--- src/rtl/fifo_dma_pkg.sv ---
package fifo_dma_pkg;
  localparam int unsigned DEF_DEPTH = 24;
  localparam int unsigned TX_WORD_W = 11;
  localparam int unsigned RX_WORD_W = 8;

  typedef enum logic {
    REQ_IDLE  = 1'b0,
    REQ_BURST = 1'b1
  } req_state_e;
endpackage

--- src/rtl/dfd_fifo_core.sv ---
module dfd_fifo_core #(
  parameter int unsigned W     = 8,
  parameter int unsigned DEPTH = 24,
  localparam int unsigned LVL_W = $clog2(DEPTH + 1),
  localparam int unsigned PTR_W = (DEPTH > 1) ? $clog2(DEPTH) : 1
) (
  input  logic             clk,
  input  logic             rst_n,
  input  logic             wr_en,
  input  logic [W-1:0]     wr_data,
  input  logic             rd_en,
  output logic [W-1:0]     rd_data,
  output logic [LVL_W-1:0] level,
  output logic             full,
  output logic             empty,
  output logic             ovf,
  output logic             udf
);
  localparam logic [LVL_W-1:0] LVL_MAX = LVL_W'(DEPTH);
  localparam logic [PTR_W-1:0] PTR_MAX = PTR_W'(DEPTH - 1);

  logic [W-1:0]     mem_q [DEPTH];
  logic [PTR_W-1:0] wr_ptr_q, wr_ptr_d;
  logic [PTR_W-1:0] rd_ptr_q, rd_ptr_d;
  logic [LVL_W-1:0] lvl_q, lvl_d;
  logic             ovf_q, ovf_d;
  logic             udf_q, udf_d;
  logic             push_ok, pop_ok;

  always_comb begin
    push_ok  = wr_en && (lvl_q != LVL_MAX);
    pop_ok   = rd_en && (lvl_q != '0);
    wr_ptr_d = wr_ptr_q;
    rd_ptr_d = rd_ptr_q;
    if (push_ok) wr_ptr_d = (wr_ptr_q == PTR_MAX) ? '0 : wr_ptr_q + PTR_W'(1);
    if (pop_ok)  rd_ptr_d = (rd_ptr_q == PTR_MAX) ? '0 : rd_ptr_q + PTR_W'(1);
    unique case ({push_ok, pop_ok})
      2'b10:   lvl_d = lvl_q + LVL_W'(1);
      2'b01:   lvl_d = lvl_q - LVL_W'(1);
      default: lvl_d = lvl_q;
    endcase
    ovf_d = ovf_q || (wr_en && !push_ok);
    udf_d = udf_q || (rd_en && !pop_ok);
  end

  always_ff @(posedge clk or negedge rst_n) begin
    if (!rst_n) begin
      wr_ptr_q <= '0;
      rd_ptr_q <= '0;
      lvl_q    <= '0;
      ovf_q    <= 1'b0;
      udf_q    <= 1'b0;
    end else begin
      wr_ptr_q <= wr_ptr_d;
      rd_ptr_q <= rd_ptr_d;
      lvl_q    <= lvl_d;
      ovf_q    <= ovf_d;
      udf_q    <= udf_d;
    end
  end

  always_ff @(posedge clk) begin
    if (push_ok) mem_q[wr_ptr_q] <= wr_data;
  end

  assign rd_data = mem_q[rd_ptr_q];
  assign level   = lvl_q;
  assign full    = (lvl_q == LVL_MAX);
  assign empty   = (lvl_q == '0);
  assign ovf     = ovf_q;
  assign udf     = udf_q;
endmodule

--- src/rtl/dfd_req_ctrl.sv ---
module dfd_req_ctrl
  import fifo_dma_pkg::*;
#(
  parameter int unsigned LVL_W = 5,
  parameter bit          IS_RX = 1'b0
) (
  input  logic             clk,
  input  logic             rst_n,
  input  logic [LVL_W-1:0] level,
  input  logic [LVL_W-1:0] thresh,
  input  logic [LVL_W-1:0] burst_len,
  input  logic             ack,
  input  logic             xfer,
  output logic             req
);
  req_state_e       st_q, st_d;
  logic [LVL_W-1:0] cnt_q, cnt_d;
  logic [LVL_W-1:0] cnt_inc;
  logic             lvl_hit;

  generate
    if (IS_RX) begin : g_drain
      logic [LVL_W:0] lvl_ext, trig_ext;
      always_comb begin
        lvl_ext  = {1'b0, level};
        trig_ext = {1'b0, thresh} + {{LVL_W{1'b0}}, 1'b1};
        lvl_hit  = (lvl_ext >= trig_ext);
      end
    end else begin : g_refill
      always_comb lvl_hit = (level <= thresh);
    end
  endgenerate

  assign req     = (st_q == REQ_IDLE) && lvl_hit;
  assign cnt_inc = cnt_q + LVL_W'(1);

  always_comb begin
    st_d  = st_q;
    cnt_d = cnt_q;
    unique case (st_q)
      REQ_IDLE: begin
        if (req && ack && (burst_len != '0)) begin
          st_d  = REQ_BURST;
          cnt_d = '0;
        end
      end
      REQ_BURST: begin
        if (xfer) begin
          if (cnt_inc == burst_len) st_d = REQ_IDLE;
          cnt_d = cnt_inc;
        end
      end
      default: st_d = REQ_IDLE;
    endcase
  end

  always_ff @(posedge clk or negedge rst_n) begin
    if (!rst_n) begin
      st_q  <= REQ_IDLE;
      cnt_q <= '0;
    end else begin
      st_q  <= st_d;
      cnt_q <= cnt_d;
    end
  end
endmodule

--- src/rtl/i2c_fifo_dma.sv ---
module i2c_fifo_dma
  import fifo_dma_pkg::*;
#(
  parameter int unsigned DEPTH = DEF_DEPTH,
  parameter int unsigned TX_W  = TX_WORD_W,
  parameter int unsigned RX_W  = RX_WORD_W,
  localparam int unsigned LVL_W = $clog2(DEPTH + 1)
) (
  input  logic             clk,
  input  logic             rst_n,
  input  logic [LVL_W-1:0] tx_thresh,
  input  logic [LVL_W-1:0] rx_thresh,
  input  logic [LVL_W-1:0] burst_len,
  input  logic             tx_wr_en,
  input  logic [TX_W-1:0]  tx_wr_data,
  input  logic             tx_rd_en,
  output logic [TX_W-1:0]  tx_rd_data,
  output logic [LVL_W-1:0] tx_level,
  output logic             tx_full,
  output logic             tx_empty,
  output logic             tx_ovf,
  output logic             tx_udf,
  output logic             tx_dma_req,
  input  logic             tx_dma_ack,
  input  logic             rx_wr_en,
  input  logic [RX_W-1:0]  rx_wr_data,
  input  logic             rx_rd_en,
  output logic [RX_W-1:0]  rx_rd_data,
  output logic [LVL_W-1:0] rx_level,
  output logic             rx_full,
  output logic             rx_empty,
  output logic             rx_ovf,
  output logic             rx_udf,
  output logic             rx_dma_req,
  input  logic             rx_dma_ack
);
  dfd_fifo_core #(.W(TX_W), .DEPTH(DEPTH)) tx_fifo_i (
    .clk     (clk),
    .rst_n   (rst_n),
    .wr_en   (tx_wr_en),
    .wr_data (tx_wr_data),
    .rd_en   (tx_rd_en),
    .rd_data (tx_rd_data),
    .level   (tx_level),
    .full    (tx_full),
    .empty   (tx_empty),
    .ovf     (tx_ovf),
    .udf     (tx_udf)
  );

  dfd_fifo_core #(.W(RX_W), .DEPTH(DEPTH)) rx_fifo_i (
    .clk     (clk),
    .rst_n   (rst_n),
    .wr_en   (rx_wr_en),
    .wr_data (rx_wr_data),
    .rd_en   (rx_rd_en),
    .rd_data (rx_rd_data),
    .level   (rx_level),
    .full    (rx_full),
    .empty   (rx_empty),
    .ovf     (rx_ovf),
    .udf     (rx_udf)
  );

  dfd_req_ctrl #(.LVL_W(LVL_W), .IS_RX(1'b0)) tx_req_i (
    .clk       (clk),
    .rst_n     (rst_n),
    .level     (tx_level),
    .thresh    (tx_thresh),
    .burst_len (burst_len),
    .ack       (tx_dma_ack),
    .xfer      (tx_wr_en),
    .req       (tx_dma_req)
  );

  dfd_req_ctrl #(.LVL_W(LVL_W), .IS_RX(1'b1)) rx_req_i (
    .clk       (clk),
    .rst_n     (rst_n),
    .level     (rx_level),
    .thresh    (rx_thresh),
    .burst_len (burst_len),
    .ack       (rx_dma_ack),
    .xfer      (rx_rd_en),
    .req       (rx_dma_req)
  );
endmodule

--- config.mk ---
export PLATFORM = sky130hd
export DESIGN_NAME = i2c_fifo_dma
export DESIGN_NICKNAME = d
export VERILOG_FILES = /design/src/rtl/fifo_dma_pkg.sv /design/src/rtl/dfd_fifo_core.sv /design/src/rtl/dfd_req_ctrl.sv /design/src/rtl/i2c_fifo_dma.sv
export SDC_FILE = /design/constraint.sdc
export NUM_CORES = 1
export LEC_CHECK = 0
export ABC_AREA = 1
export CAP_MARGIN = 20
export CORE_MARGIN = 3
export CORE_UTILIZATION = 43
export CTS_CLUSTER_SIZE = 40
export DETAILED_ROUTE_END_ITERATION = 10
export HOLD_SLACK_MARGIN = 0.1
export SLEW_MARGIN = 15
export SYNTH_ARGS = -nofsm -noshare
export SYNTH_HDL_FRONTEND = slang
export SYNTH_HIERARCHICAL = 1
export SYNTH_SLANG_ARGS = --single-unit
--- constraint.sdc ---
create_clock -name clk -period 2.05 [get_ports clk]
set_input_delay 0.3075 -clock clk [delete_from_list [all_inputs] [get_ports clk]]
set_output_delay 0.3075 -clock clk [all_outputs]
set_load 0.02 [all_outputs]
# Word-level counts from Yosys, hierarchy flattened
# Memory sizes are Yosys's and may differ from the RTL's.
# Cells that the tools add are included.
# totals
input_bits	42
output_inout_bits	39
ff_bits	46
ram_bits	456
mem_count	2
word_cells	104
# memory_table
name	words	width	rd	rd_ports_with_merged_regs	wr	line_no	source
tx_fifo_i.mem_q	24	11	1	0	1	dfd_fifo_core.sv:22	logic [W-1:0] mem_q [DEPTH];
rx_fifo_i.mem_q	24	8	1	0	1	dfd_fifo_core.sv:22	
# op_classes
order_cmp	2
bitwise_logic	2
reduce_logical	31
muxes	24
eq_ne	18
n_addsub	11
# op_table
operator	count
5-bit by 1-bit adder with 5-bit output (second input constant)	8
5-bit 2-to-1 mux	8
5-bit one-hot mux with 2 select lines	4
5-bit == test (second input constant)	6
5-bit nonzero test	3
1-bit logical AND	14
5-bit == test	2
5-bit logical NOT	2
1-bit 2-to-1 mux	10
5-bit inequality test (second input constant)	2
5-bit by 1-bit subtractor with 5-bit output (second input constant)	2
2-bit inequality test (second input constant)	4
5-bit by 1-bit adder with 6-bit output (second input constant)	1
5-bit by 6-bit >= comparator with 1-bit output	1
5-bit <= comparator	1
2-bit by 1-bit == test with 1-bit output (second input constant)	2
2-bit == test (second input constant)	2
1-bit logical NOT	4
1-bit logical OR	4
1-bit one-hot mux with 2 select lines	2
2-bit AND reduction	2
2-bit nonzero test	2
1-bit NOT	2

# Depth between registers and ports, before layout
# Gate-level depths: netlist (run 1).
# depth
word_depth	7
ltp_mapped	14
depth_no_buf	14

# Cells and area by module
# Netlist (run 1), hierarchy kept.
# modules_own_cells
module	seq_area_each_um2	area_per_inst_um2	cells_each	n_inst
dfd_fifo_core (tx_fifo_i)	8353.0	12296.8	1176	1
dfd_fifo_core (rx_fifo_i)	6190.9	9257.6	909	1
dfd_req_ctrl (rx_req_i)	150.1	664.4	106	1
dfd_req_ctrl (tx_req_i)	150.1	598.1	98	1

# Least setup slack after synthesis (run 1)
# No wires, ideal clock.
# synth_timing
kind	flip-flop to flip-flop
start	register tx_fifo_i.lvl_q[1] (netlist: tx_fifo_i/level[1])
end	register tx_fifo_i.lvl_q[4] (netlist: tx_fifo_i/level[4])
path_stages_with_launch	14
t_arrival_ns	2.051
setup_time_ns	0.117
n_path_buf	0
required_ns	1.933
period_less_slack_ns	2.168
slack_ns	-0.118
path_cell_list	dfrtp_1 -> nor2_1 -> nand4_1 -> nand2_1 -> ha_1 -> inv_1 -> fa_1 -> inv_1 -> nand2_1 -> nand2_1 -> a21oi_1 -> xor2_1 -> nand2_1 -> nand2_1
# synth_between
elab_chain_cells	4
elab_cells_between_ends	10
cone_classes	add/sub (2); eq/ne (3); mux (1); reduce/logical (4)
# synth_lines
element	line_no	source
start, declared	dfd_fifo_core.sv:25	logic [LVL_W-1:0] lvl_q, lvl_d;
start signal, assigned	dfd_fifo_core.sv:56	lvl_q <= lvl_d;
branches (longest 4 deep; another with 5-bit by 1-bit subtractor with 5-bit output)	n/a	
# Several ways; the timed one is not identified.
# A chain may end at the register's enable or synchronous reset.

# Worst setup path after layout (run 1)
# layout_timing
start	register tx_fifo_i.rd_ptr_q[0]
end	output port tx_rd_data[3]
# layout_between
elab_chain_cells	1
# layout_lines
element	line_no	source
start, declared	dfd_fifo_core.sv:24	logic [PTR_W-1:0] rd_ptr_q, rd_ptr_d;
start signal, assigned	dfd_fifo_core.sv:55	rd_ptr_q <= rd_ptr_d;
memory 24 x 11 bit	n/a	
end, declared	i2c_fifo_dma.sv:17	output logic [TX_W-1:0] tx_rd_data,
# No other way between the ends.

==> run summary, run 1 <==
After floorplanning, the core was divided into 83 placement rows. The clock passes through at most 3 buffers. For this design the top-level I/O count stands at 81.

The run gives 0 as the count of antenna-violating nets left after detailed routing. For this run, the register share of the synthesized area comes to 65.1%. The critical path goes through clkinv_8, buf_12, buf_12, nor2_2, o211ai_1, nand3_1, nand2_2, buf_6. Total met2 wirelength after detailed routing: 28.9 mm. Sum of negative setup slack: -10080 ps. The initial utilization of the core area, before any placement, comes to 43.9%. Across the run, the number of max-cap violations was 0. The register bit count reported by yosys is 502, and the number of cells on the worst reg-to-reg path is 15.

DRC violation count after routing: 0. The die height was 236 um. The source of the worst register-to-register timing path was tx_fifo_i/level[0]. The share of the clock period used by the worst path after layout was 127%; the async set-reset flop share out of synthesis was 9.16%. The setup check on the worst reg-to-reg path leaves a slack of -90 ps.

The total detailed-routing wirelength is 56.7 mm. The clock network latency to the later pin of the worst-skew pair came out at 610 ps. At the end of the flow, the number of nets in the layout was 2638.

The HPWL after detailed placement is 34.0 mm. Setup violations remaining at the end of the flow were counted as 24. The power per standard cell area was 1400 nW/um2; the delay contributed by the slowest stage of the critical path was 540 ps. The clock transition at the registers of the reported paths is 60 ps, and the worst path required time is 1740 ps. The first global-routing pass estimated 85.8 mm of wire. The root buffer cell chosen for the clock tree is sky130_fd_sc_hd__clkbuf_16. STA puts the critical path data arrival time at 2290 ps.

For the final clock skew, the log shows 18.3 ps. The tools report the element type at the critical path start as a flop. The most numerous cell on the critical path was sky130_fd_sc_hd__buf_12. For this run, the number of Yosys warnings is 6. The horizontal die dimension works out to 236 um. After detailed routing, the wire length on met1 is 23.4 mm. Input and output buffers added on the ports amount to 80. For this run, the total global-route usage over all layers was measured as 19.4%. TritonCTS built the clock tree. The floorplan step defined a die boundary enclosing 55900 um2. For the final RePlAce weighted congestion, the log shows 0.863. The number of antenna diodes in the final layout is 0. The final reports fail on setup timing.

The maximum net fanout on the critical path is 17, and the minimum clock period is 2590 ps. The standard cell with the maximum stage delay on the critical path was sky130_fd_sc_hd__dfrtp_4. Synthesis handed over a netlist of 2289 instances. The number of pins exceeding their max-slew limit in the final report came out at 0.

The average cell area after synthesis came out at 9.97 um2. The number of global-route vias before repair was 15700. The portion of synthesized cell area occupied by the leading cell type was 60.0%. Yosys attributes the largest share of cell area to sky130_fd_sc_hd__edfxtp_1, sky130_fd_sc_hd__nand2_1, sky130_fd_sc_hd__inv_1, sky130_fd_sc_hd__dfrtp_1, sky130_fd_sc_hd__nand3_1.

After synthesis the cells add up to 22800 um2. The placeable core region was 51900 um2. By count the netlist is led by sky130_fd_sc_hd__nand2_1, sky130_fd_sc_hd__edfxtp_1, sky130_fd_sc_hd__inv_1. The routed wirelength normalized by instance count was 17.3 um; the worst hold margin was 364 ps. For this run, the share of the core covered by cells in the final layout is 56.1%.

The detailed router used layers up to and including met4. The H-tree was split into 2 levels. The final worst slack was -545 ps; the highest ir drop seen on vdd was 1540 uV. Relative to the synthesized area, the layout overhead comes to 27.6%.

Cell accounting for the most synthesized area: sky130_fd_sc_hd__edfxtp_1. After detailed routing, the met3 layer carries 2.77 mm of wire. For this run, the detailed router's first-pass iteration total came to 5. The post-detailed-route via-to-cell ratio is 4.97. The run gives 4400 as the number of fillers in the final layout. The fraction of layout instances using a drive strength above 1 is 21.8%. The endpoint of the worst-slack reg-to-reg timing path was tx_fifo_i/level[4]. The final hold violation count is 0.

Static timing analysis puts the maximum clock frequency at 0.385 GHz. Among all flip-flop cells after synthesis, the most frequent one is sky130_fd_sc_hd__edfxtp_1. The run finished, with violations left.

TritonCTS buffer count: 52. The tree built by TritonCTS fans out to 502 sinks. The worst setup path category was reg2out.

The logs give 0 for the initial antenna violation count and 38 for the distinct cell type count after synthesis. The transition time of the tightest slew-check pin was 685 ps. The nature of the critical path endpoint was an output port.

Entering global routing, the biggest net connects 50 pins. The number of synthesized flops with an enable pin came out at 456. When the netlist entered floorplanning its net count stood at 2364. Detailed router's first-iteration violation count: 1134. The global-route congestion overflow total is 0. The worst pin sits at a relative slew slack of 54.3%. The path class of the tightest hold or removal check is in2async. The most instantiated library cell after synthesis is sky130_fd_sc_hd__nand2_1. The run gives 12.5 nW as the standby leakage power. Setup repair after global routing could not meet its margin everywhere. The detailed router placed 16300 vias in this run.
-- worst max-delay path, delay by kind of cell (launching register included) --
family,cells,cell delay (ps)
AO/OA/AOI/OAI,1,240
flip-flops,1,540
AND/OR/NAND/NOR,3,380
buffers and inverters,4,520
-- cell families after synthesis --
kind of cell	after synthesis	synth area share (%)
flip-flops	502	65.1
AND/OR/NAND/NOR	1110	19.8
AO/OA/AOI/OAI	168	4.08
adder cells (fa/ha/maj)	33	1.88
buffers and inverters	460	8.60
XOR/XNOR	16	0.614
-- state kept, by name, summed over array words and instances (netlist names), 5 cells and up --
name,flops
tx_fifo_i/mem_q,264
rx_fifo_i/mem_q,192
rx_fifo_i/level,5
rx_fifo_i/rd_ptr_q,5
rx_fifo_i/wr_ptr_q,5
rx_req_i/cnt_q,5
tx_fifo_i/level,5
tx_fifo_i/rd_ptr_q,5
tx_fifo_i/wr_ptr_q,5
tx_req_i/cnt_q,5
-- power breakdown --
group / switching, mW / internal [mW] / total, mW / leakage, nW
logic: 10.7 / 8.11 / 18.9 / 7.02
registers: 0.669 / 12.1 / 12.8 / 4.65
clock network: 3.91 / 5.32 / 9.23 / 0.801
-- worst max-delay path by stage --
stage,from,endpoint,slack (ps),depth (start not counted)
2_1_floorplan,tx_fifo_i/level[1],tx_fifo_i/level[4],20,13
3_3_place_gp,rx_thresh[0],rx_dma_req,-810,10
3_5_place_dp,rx_thresh[0],rx_dma_req,-810,10
4_1_cts,tx_fifo_i/rd_ptr_q[0],tx_rd_data[7],-580,11
5_1_grt,tx_fifo_i/rd_ptr_q[0],tx_rd_data[2],-660,9
6_report,tx_fifo_i/rd_ptr_q[0],tx_rd_data[3],-540,8
-- cells in the final DEF, fill, tap and decap left out, drive strengths merged, types with 10 or more instances in the layout --
cell type / Yosys / layout
buf: 66 / 246
clkbuf: 23 / 71
clkdlybuf4s50: 0 / 43
clkinv: 1 / 24
dfrtp: 46 / 46
dlygate4sd2: 0 / 10
edfxtp: 456 / 456
ha: 31 / 31
inv: 370 / 372
nand2: 693 / 693
nand3: 195 / 195
nand4: 11 / 11
nor2: 195 / 195
o211ai: 22 / 22
o21ai: 123 / 123
xor2: 10 / 10
-- through the flow --
| stage | area, um2 | instances | worst slack [ps] | total power [mW] |
|---|---|---|---|---|
| floorplan | 22900 | 2289 | 17.7 | 21.8 |
| global placement | 25600 | 3139 | -810 | 27.5 |
| detailed placement | 25600 | 3139 | -814 | 27.8 |
| CTS | 28300 | 3266 | -579 | 39.4 |
| global route | 29100 | 3285 | -663 | 43.2 |
| finish | 29100 | 3285 | -545 | 40.9 |
-- metal layers --
layer | track usage [%] | vias up
met1 | 25.0 | 7823
met4 | 6.14 | 0
li1 | - | 7973
met5 | 0 | -
met2 | 34.1 | 438
met3 | 2.49 | 107
-- repair_timing --
item | 4_1_cts | 5_1_grt
cloned | 12 | 9
hold buffers | 1 | 0
setup endpoints to repair | 191 | 357
setup buffers | 18 | 12
pin swaps | 69 | 97
endpoints found under the hold margin | 46 | 0
gates resized for setup | 300 | 173
-- layout make-up --
cell class                 instances  area (um2)  share of cell area [%]
inverter                         371        1450                    4.97
tap                              680         851                    2.92
timing repair buffer             307        3420                    11.7
sequential                       502       14900                    51.0
clock inverter                    31         278                   0.954
timing repair inverter             2        36.3                   0.125
multi-input combinational       1327        6840                    23.5
clock buffer                      65        1390                    4.78
Note: power is estimated with default switching activity, not from simulation.
==> run 2, diff against run 1 <==
PLACE_DENSITY_LB_ADDON = 0.05   (was not set)
SLEW_MARGIN = 10   (was 15)
==> run 2 against run 1 <==
  * The run still ends with setup timing left
  * Maximum frequency is 4.5% lower
  * Setup slack worse by 120 ps
  * Total power is 1.4% higher
  * Combinational power hardly changed
  * Routed wire length is 6.5% higher
  * Clock power is 3.3% higher
  * Critical path depth is 2 higher
  * Register-to-register slack hardly changed
  * Core utilization is 0.40 points higher
  * Global-route usage is 1.9 points higher
  * Via count is 0.60% lower
  * Critical path type unchanged
==> run summary, run 2 (same netlist as run 1, synthesis figures left out) <==
The clock network latency to the later pin of the worst-skew pair was 600 ps (about the same); the horizontal die dimension was 236 um (unchanged). The post-detailed-route via-to-cell ratio was 4.90 (-1.6%); the power per standard cell area was 1410 nW/um2 (+0.71%). The flow ran to the end, but the final reports show violations. The cell area after layout was 29300 um2 (+0.72%). TritonCTS built the clock tree. The tree is rooted in a sky130_fd_sc_hd__clkbuf_16.

The number of flip-flops under the largest register name was 264 (unchanged). The maximum net fanout on the critical path was 7 (-10); the multi-input combinational cell area was 6720 um2 (-1.8%). For the fraction of the core area covered by cells at the end of the flow, the log shows 56.5% (+0.40 points).

The max-cap check violation count was 0 (unchanged); the relative contribution of the clock network to total power was 23.0% (+0.4 points). The final reports fail on setup timing. The run gives 0 (unchanged) as the final hold violation count.

The effective utilization at floorplan is 43.9% (unchanged). Largest register by flop count: tx_fifo_i/mem_q. Die height: 236 um (unchanged).

Worst setup path category: reg2out. Largest net degree at the start of global routing: 38 (-24%). The total vias in the final route is 16200 (-0.60%). The HPWL after detailed placement is 37.1 mm (+9.4%). Most numerous cell on the critical path: sky130_fd_sc_hd__buf_12.

The tools report the pre-CTS worst setup slack as -794 ps (+20.3 ps). Number of pins exceeding their max-slew limit in the final report: 0 (unchanged). The tools report the max-slew headroom at the worst pin as 50.9% (-3.4 points). The logs give 24.1 ps (+5.80 ps) for the final clock skew and 2669 (+1.2%) for the count of nets after finishing. The sum of negative setup slack is -11210 ps (-1120 ps).

Setup repair after global routing could not meet its margin everywhere. The logs give 1740 ps (about the same) for the worst path required time and 2 (unchanged) for the count of H-tree levels built during CTS. Class of the most critical hold timing path: in2async. The number of buffers and inverters on the critical path was 6 (+2). The fraction of layout instances using a drive strength above 1 came out at 21.3% (-0.46 points). The run gives 2410 ps (+120 ps) as the critical path data arrival time.

The overall power after layout came out at 41.5 mW (+1.4%). For the standby leakage power, the log shows 12.7 nW (+1.8%). Number of fillers in the final layout: 4539 (+3.2%). The final-report setup violation count was 22 (-8.3%). The worst hold margin was 323 ps (-41.6 ps); the routed wirelength normalized by instance count was 18.2 um (+5.4%).

The net switching component of the power is 15.4 mW (+0.19%), and the detailed router's first-iteration violation count is 976 (-14%). The switching power as a share of total power was 37.0% (-0.46 points). Count of antenna-violating nets left after detailed routing: 0 (unchanged). The fraction of power consumed by combinational cells was 46.2% (about the same). Most common cell after layout, fill and taps aside: sky130_fd_sc_hd__nand2_1. The fraction of power consumed by sequential logic came out at 30.8% (-0.5 points). Global-route congestion overflow total: 0 (unchanged). The nature of the critical path endpoint was an output port.

The DRC violation count after routing is 0 (unchanged), and the buffer depth of the longest clock path is 3 (unchanged). The cell-internal power was 26.1 mW (+2.2%). The source of the worst register-to-register timing path was tx_fifo_i/level[2]. The final worst slack came out at -667 ps (-122 ps). The minimum clock period came out at 2720 ps (+122 ps).

The share of the clock period used by the worst path after layout is 133% (+5.9 points). The run gives 7 (+2) as the first-pass detailed-route iteration total. The logs give 54 (+3.8%) for the TritonCTS buffer count and 3318 (+1.0%) for the final instance count without filler cells. The run gives 3161 (+0.70%) as the number of cells in the design after placement. The number of clock sinks is 502 (unchanged).

The tools report the final RePlAce weighted congestion as 0.851 (-1.4%). Startpoint of the most critical setup path: tx_fifo_i/rd_ptr_q[0]. The row count came out at 83 (unchanged). The global-route usage over all layers was 21.3% (+1.9 points); the transition time of the tightest slew-check pin was 736 ps (+50.9 ps).

The cell family contributing the most delay on the critical path is buffers and inverters. The synthesis-to-finish area growth is 28.5%. Post-detailed-placement cell area: 25800 um2 (+0.84%). The run gives 51900 um2 (unchanged) as the placeable core region.

For the wire length of the first global-routing pass, the log shows 92.6 mm (+7.9%). STA classifies the critical path startpoint as a flop. The delay contributed by the slowest stage of the critical path came out at 490 ps (-50 ps). The number of buffers inserted by port buffering is 80 (unchanged), and the highest clock frequency the design can meet is 0.368 GHz (-4.5%).

The total detailed-routing wirelength is 60.4 mm (+6.5%). The standard cell with the maximum stage delay on the critical path is sky130_fd_sc_hd__dfrtp_4. The clock transition at the registers of the reported paths works out to 60 ps (about the same). The largest registers in the layout are tx_fifo_i/mem_q (264), rx_fifo_i/mem_q (192). Traced cell by cell, the critical path runs through buf_12, inv_16, buf_12, buf_12, buf_6, nor2_1, o211ai_1, nand3_1, nand2_1, buf_6.

The number of top-level pins was 81 (unchanged); the flip-flop and latch area was 14900 um2 (unchanged). The logs give 15900 (+1.6%) for the number of global-route vias before repair and 1080 uV (-30%) for the highest ir drop seen on vdd. The library cells used most frequently in the layout, excluding fill and tap cells, are sky130_fd_sc_hd__nand2_1, sky130_fd_sc_hd__edfxtp_1, sky130_fd_sc_hd__inv_1, sky130_fd_sc_hd__nor2_1, sky130_fd_sc_hd__nand3_1. For the initial antenna violation count, the log shows 0 (unchanged).

Area of the die: 55900 um2 (unchanged). The final antenna diode count is 0 (unchanged).
-- run 2: what timing repair did --
action                                  CTS  global route
endpoints found under the setup margin   33           154
resized for setup                       301           141
hold buffers                              1             0
endpoints found under the hold margin    26             0
setup buffers                            26            13
gates cloned                             19             3
pin swaps                                85           100
-- run 2: path summary, 6_finish.rpt --
| kind | end | slack, ps | cells past startpoint |
|---|---|---|---|
| setup / recovery | tx_rd_data[3] | -670 | 10 |
| hold / removal | tx_fifo_i/level[1] | 320 | 2 |
| setup reg to reg | tx_fifo_i/level[4] | -100 | 14 |
| hold reg to reg | rx_fifo_i/udf | 460 | 1 |
| max in group asynchronous | rx_fifo_i/rd_ptr_q[0] | 1060 | 3 |
| min in group clk | rx_fifo_i/ovf | 430 | 2 |
-- run 2: worst reg2reg max path, cell delays in order, from the launching register on --
cell and delay, ps:
sky130_fd_sc_hd__dfrtp_2 460, sky130_fd_sc_hd__inv_2 80, sky130_fd_sc_hd__buf_6 90, sky130_fd_sc_hd__nand4_1 130, sky130_fd_sc_hd__nand2_2 140, sky130_fd_sc_hd__ha_4 200
sky130_fd_sc_hd__inv_2 50, sky130_fd_sc_hd__fa_2 370, sky130_fd_sc_hd__inv_2 70, sky130_fd_sc_hd__nand2_2 60, sky130_fd_sc_hd__nand2_2 70, sky130_fd_sc_hd__a21oi_2 50
sky130_fd_sc_hd__xor2_1 140, sky130_fd_sc_hd__nand2_1 70, sky130_fd_sc_hd__nand2_1 60
-- run 2: metal layers --
| metal | global-route usage [%] | vias to the layer above | wire (um) |
|---|---|---|---|
| met3 | 2.47 | 111 | 2220 |
| met2 | 37.0 | 349 | 30500 |
| met5 | 0 | - | 0 |
| li1 | - | 8046 | - |
| met1 | 27.9 | 7737 | 25800 |
| met4 | 7.20 | 0 | 1890 |
-- run 2: final cells by class --
type / count / share of cell area, %
Inverter: 371 / 4.87
Tap cell: 680 / 2.90
Clock inverter: 31 / 0.947
Multi-Input combinational cell: 1327 / 22.9
Timing Repair Buffer: 337 / 12.8
Clock buffer: 69 / 4.91
Timing Repair inverter: 1 / 0.0384
Sequential cell: 502 / 50.7
-- run 2: power groups by stage --
stage	clock network [mW]	logic [mW]	registers (mW)
2_1_floorplan	0	8.81	13.0
3_3_place_gp	0	15.2	13.0
3_5_place_dp	0	15.3	13.0
4_1_cts	9.74	18.3	12.8
5_1_grt	10.2	20.9	12.9
6_report	9.53	19.2	12.8
